--- config.mk ---
export PLATFORM = sky130hd
export DESIGN_NAME = crc_frame_appender
export DESIGN_NICKNAME = d
export VERILOG_FILES = /design/src/rtl/crc_app_pkg.sv /design/src/rtl/crc_app_counter.sv /design/src/rtl/crc_app_lfsr.sv /design/src/rtl/crc_frame_appender.sv
export SDC_FILE = /design/constraint.sdc
export NUM_CORES = 1
export LEC_CHECK = 0
export CORE_MARGIN = 2
export CORE_UTILIZATION = 50
export DETAILED_ROUTE_END_ITERATION = 8
export DONT_BUFFER_PORTS = 1
export HOLD_SLACK_MARGIN = 0.15
export PLACE_DENSITY = 0.68
export SETUP_SLACK_MARGIN = 0.1
export SLEW_MARGIN = 40
export SYNTH_ARGS = -nofsm -noshare
export SYNTH_HDL_FRONTEND = slang
export SYNTH_SLANG_ARGS = --single-unit
--- constraint.sdc ---
create_clock -name clk -period 1.67 [get_ports clk]
set_input_delay 0.334 -clock clk [delete_from_list [all_inputs] [get_ports clk]]
set_output_delay 0.334 -clock clk [all_outputs]
set_load 0.1 [all_outputs]
--- src/rtl/crc_app_pkg.sv ---
package crc_app_pkg;
    typedef enum logic [1:0] {
        PH_IDLE = 2'd0,
        PH_MSG  = 2'd1,
        PH_CRC  = 2'd2
    } phase_t;
endpackage

--- src/rtl/crc_app_counter.sv ---
module crc_app_counter #(
    parameter int W = 8
) (
    input  logic         clk,
    input  logic         rst,
    input  logic         clr,
    input  logic         inc,
    output logic [W-1:0] cnt
);
    always_ff @(posedge clk) begin
        if (rst || clr) begin
            cnt <= '0;
        end else if (inc) begin
            cnt <= cnt + 1'b1;
        end
    end
endmodule

--- src/rtl/crc_app_lfsr.sv ---
module crc_app_lfsr #(
    parameter int          W    = 32,
    parameter logic [W-1:0] POLY = 32'h04C11DB7,
    parameter logic [W-1:0] SEED = 32'hFFFFFFFF
) (
    input  logic         clk,
    input  logic         rst,
    input  logic         preset,
    input  logic         step,
    input  logic         shift,
    input  logic         din,
    output logic [W-1:0] q
);
    logic         fb;
    logic [W-1:0] q_step;

    assign fb = q[W-1] ^ din;

    genvar i;
    generate
        for (i = 0; i < W; i++) begin : g_tap
            if (i == 0) begin : g_lsb
                assign q_step[i] = POLY[i] & fb;
            end else begin : g_up
                assign q_step[i] = q[i-1] ^ (POLY[i] & fb);
            end
        end
    endgenerate

    always_ff @(posedge clk) begin
        if (rst) begin
            q <= '0;
        end else if (preset) begin
            q <= SEED;
        end else if (step) begin
            q <= q_step;
        end else if (shift) begin
            q <= {q[W-2:0], 1'b0};
        end
    end
endmodule

--- src/rtl/crc_frame_appender.sv ---
module crc_frame_appender
    import crc_app_pkg::*;
#(
    parameter int          MSG_BITS = 256,
    parameter int          CRC_W    = 32,
    parameter logic [31:0] POLY     = 32'h04C11DB7,
    parameter logic [31:0] SEED     = 32'hFFFFFFFF
) (
    input  logic clk,
    input  logic rst,
    input  logic start,
    input  logic in_bit,
    input  logic in_valid,
    output logic in_ready,
    output logic out_bit,
    output logic out_valid,
    output logic out_crc,
    input  logic out_ready,
    output logic done
);
    localparam int MAX_LEN = (MSG_BITS > CRC_W) ? MSG_BITS : CRC_W;
    localparam int CNT_W   = $clog2(MAX_LEN);
    localparam logic [CNT_W-1:0] MSG_LAST = CNT_W'(MSG_BITS - 1);
    localparam logic [CNT_W-1:0] CRC_LAST = CNT_W'(CRC_W - 1);

    phase_t            state_q, state_d;
    logic [CNT_W-1:0]  cnt;
    logic [CRC_W-1:0]  crc_q;
    logic              cnt_clr, cnt_inc;
    logic              crc_preset, crc_step, crc_shift;
    logic              msg_xfer, crc_xfer;

    assign msg_xfer = (state_q == PH_MSG) && in_valid && out_ready;
    assign crc_xfer = (state_q == PH_CRC) && out_ready;

    crc_app_counter #(.W(CNT_W)) u_cnt (
        .clk (clk),
        .rst (rst),
        .clr (cnt_clr),
        .inc (cnt_inc),
        .cnt (cnt)
    );

    crc_app_lfsr #(.W(CRC_W), .POLY(POLY[CRC_W-1:0]), .SEED(SEED[CRC_W-1:0])) u_crc (
        .clk    (clk),
        .rst    (rst),
        .preset (crc_preset),
        .step   (crc_step),
        .shift  (crc_shift),
        .din    (in_bit),
        .q      (crc_q)
    );

    always_ff @(posedge clk) begin
        if (rst) begin
            state_q <= PH_IDLE;
        end else begin
            state_q <= state_d;
        end
    end

    always_comb begin
        state_d    = state_q;
        cnt_clr    = 1'b0;
        cnt_inc    = 1'b0;
        crc_preset = 1'b0;
        crc_step   = 1'b0;
        crc_shift  = 1'b0;
        unique case (state_q)
            PH_IDLE: begin
                if (start) begin
                    state_d    = PH_MSG;
                    cnt_clr    = 1'b1;
                    crc_preset = 1'b1;
                end
            end
            PH_MSG: begin
                if (msg_xfer) begin
                    crc_step = 1'b1;
                    if (cnt == MSG_LAST) begin
                        state_d = PH_CRC;
                        cnt_clr = 1'b1;
                    end else begin
                        cnt_inc = 1'b1;
                    end
                end
            end
            PH_CRC: begin
                if (crc_xfer) begin
                    crc_shift = 1'b1;
                    if (cnt == CRC_LAST) begin
                        state_d = PH_IDLE;
                        cnt_clr = 1'b1;
                    end else begin
                        cnt_inc = 1'b1;
                    end
                end
            end
            default: begin
                state_d = PH_IDLE;
                cnt_clr = 1'b1;
            end
        endcase
    end

    always_comb begin
        in_ready  = 1'b0;
        out_bit   = 1'b0;
        out_valid = 1'b0;
        out_crc   = 1'b0;
        done      = 1'b0;
        unique case (state_q)
            PH_IDLE: begin
            end
            PH_MSG: begin
                in_ready  = out_ready;
                out_bit   = in_bit;
                out_valid = in_valid;
            end
            PH_CRC: begin
                out_bit   = ~crc_q[CRC_W-1];
                out_valid = 1'b1;
                out_crc   = 1'b1;
                done      = crc_xfer && (cnt == CRC_LAST);
            end
            default: begin
            end
        endcase
    end
endmodule

==> results.ini <==
[min_path]
hold_class = in -> reg
hold_depth = 3

[logic_synthesis]
syn_area_um2 = 1920
async_flop_share_pct = 0
synth_edf_count = 0
ys_seq_area_share_pct = 43.8
yosys.cell_types.count = 35
synth_simple_gate_area_share_pct = 20.8
synth_compound_area_share_pct = 18.4
synth_xor_area_share_pct = 7.75
ys_ff_latch = 42
synth_ff_type = dfxtp_1
syn_nets = 234
synth_warnings = 0
synth_area_per_cell_um2 = 8.65
synth_top_family_by_area = simple AND/OR/NAND/NOR gates
synthMuxAreaShare_pct = 1.56
synth_adder_area_share_pct = 3.91
syn_inst = 222

[timing]
hold_viol = 0
max_freq_ghz = 0.494
whs_ns = 0.362
relSlewSlack_pct = 57.4
timing.final.max_slew_violations = 0
worstMarginPinSlew_ns = 0.640
period_needed_ns = 2.03
report.final.setup_viol = 13
rsz0062_at_grt = yes
setup_tns_ns = -2.68
fin_skew_ns = 0.00469
setup_slack_ns = -0.356
fin_crit_sh_pct = 121

[grt]
grt_pass1_wl_um = 7880
grt_start_max_net_pins = 35
grt_use_total_pct = 23.6
antenna_found_initial = 0
globalRouteOverflowTotal = 0
grt_pass1_vias = 1721

[setup_path]
cp_max_fo = 2
cp_data_required_time_ns = 1.34
worstPathCellList = or4b_4, buf_6, nor3_4, buf_12
criticalPathCategory = reg -> out
cpLargestDelayFamily = simple AND/OR/NAND/NOR gates
path_buf_inv = 2
cp_data_arrival_time_ns = 1.69
cp.depth = 4
cpPeakStageDelay_ns = 0.54
worstSetupStartpointType = flip-flop
cp-end-kind = output port
worst_r2r_path_depth = 7
cpMaxStageDelayCell = or4b_4

[cts]
clkSlewWorstSetupHoldPaths_ns = 0.08
cts_tree = done
ctsLongestPathBuffers = 2
clock_latency_ns = 0.30
numClockSinks = 42
cts_buffers = 5
cts_htree_levels = 2
clockRootBuffer = clkbuf_8

[outcome]
violations = setup timing
outcome = complete, but fails checks

[floorplanning]
fp.dieArea_um2 = 4350
dieWidth_um = 66.0
num_rows = 22
pin_count = 11
core_um2 = 3690
start_util_pct = 52.1
die_y_um = 66.0

[job]
maxCapViolCount = 0

[detailed_routing]
drtIter0Drc = 148
drc = 0
wire_per_inst_um = 16.7
firstDrtPassIters = 4
viasPerCell = 5.89
wl_um = 5050
detailroute.via_count = 1786
postRouteAntennaNets = 0

[power_and_ir_drop]
ir_drop_mv = 0.884
powerDensity_nw_per_um2 = 1470
p_leak_nw = 1.01
p_total_mw = 4.08

[finish]
layout-drive-gt1-share_pct = 38.4
final_nets = 266
stdcell_area_um2 = 2770
area_growth_pct = 44.0
final_util_pct = 75.0
antennaDiodeCount = 0
layout.cells.non_filler = 303

[placed_design]
pre_cts_ws_ns = -0.212
place_inst = 282
place_congestion = 0.820
hpwl_um = 2930
placedInstanceArea_um2 = 2320
port_buffers = 0

==> metal layers <==
metal  GRT usage (%)  routed length [µm]  part of all wire, %  up-vias
met1            28.7                2070                   41      876
met5               0                   0                    0        -
met3            4.09                 166                  3.3       11
met2            42.4                2720                   54       41
li1                -                   -                    -      858
met4            6.89                  93                  1.8        0
==> repair_timing <==
action	CTS	global route
hold buffers	1	0
pin swaps	20	18
resized for setup	22	30
setup endpoints to repair	28	47
gates cloned	2	1
endpoints found under the hold margin	34	0
setup buffers	6	3
==> worst paths after layout <==
check	to	startpoint	slack (ns)
max	done	u_cnt.cnt[5]	-0.36
min	u_cnt.cnt[5]	rst	0.36
max reg2reg	state_q[1]	u_cnt.cnt[5]	-0.24
min reg2reg	u_crc.q[21]	u_crc.q[20]	0.49
==> synth_stat cells (2+ instances only) <==
| master | number | area, µm² |
|---|---|---|
| a211oi_1 | 14 | 105 |
| a21oi_1 | 6 | 30.0 |
| a31oi_1 | 18 | 113 |
| and2_1 | 3 | 18.8 |
| and3_1 | 2 | 12.5 |
| buf_1 | 2 | 7.51 |
| buf_4 | 2 | 15.0 |
| clkbuf_1 | 10 | 37.5 |
| dfxtp_1 | 42 | 841 |
| ha_1 | 6 | 75.1 |
| inv_1 | 3 | 11.3 |
| mux2i_1 | 3 | 30.0 |
| nand2_1 | 42 | 158 |
| nand2b_1 | 2 | 12.5 |
| nand3_1 | 5 | 25.0 |
| nand4_1 | 3 | 18.8 |
| nor2_1 | 8 | 30.0 |
| nor3_1 | 14 | 70.1 |
| o21ai_0 | 3 | 15.0 |
| o31ai_1 | 3 | 22.5 |
| or3_2 | 2 | 15.0 |
| xnor2_1 | 14 | 123 |
| xor2_1 | 3 | 26.3 |
==> flip-flops by register name, indices dropped and copies added (netlist names) <==
register   flops
u_crc.q       32
u_cnt.cnt      8
state_q        2
==> where the power goes <==
part | internal [mW] | switching, mW | total [mW] | leakage, nW
sequential | 1.27 | 0.193 | 1.46 | 0.351
combinational | 0.948 | 1.02 | 1.97 | 0.611
clock | 0.295 | 0.355 | 0.650 | 0.0452
==> cell type report <==
| type | count | area [µm²] |
|---|---|---|
| Inverter | 3 | 13.8 |
| Clock inverter | 2 | 13.8 |
| Fill cell | 240 | 922 |
| Sequential cell | 42 | 850 |
| Timing Repair Buffer | 39 | 462 |
| Tap cell | 48 | 60.1 |
| Clock buffer | 6 | 72.6 |
| Multi-Input combinational cell | 163 | 1290 |
==> worst min-delay path, stage by stage <==
cell and delay (ns):
a2111o_1 0.12, buf_12 0.13, a21oi_1 0.04
==> layout by cell type (no fill, tap or decap), types with 3 or more instances in the layout <==
cell	Yosys	final
nor2_1	8	7
mux2i_1	3	3
dfxtp_1	42	37
nand4_1	3	3
a21oi_1	6	3
buf_12	0	8
nor3_2	0	4
nor3_1	14	9
xor2_1	3	3
a211oi_2	0	6
a211oi_1	14	8
buf_4	2	19
a21oi_4	0	3
nand3_1	5	3
nand2_1	42	40
xnor2_1	14	8
xnor2_2	0	6
a31oi_1	18	18
ha_4	0	3
dfxtp_2	0	4
buf_6	0	9
ha_1	6	3
clkbuf_8	0	5
==> kinds of logic after synthesis <==
| group | count (synthesis) |
|---|---|
| and+or+nand+nor | 86 |
| AOI/OAI and AO/OA | 51 |
| DFF | 42 |
| xor gates and xnor gates | 17 |
| buffers and inverters | 17 |
| adders and majority gates | 6 |
| muxes | 3 |
(Power assumes the default switching activity.)
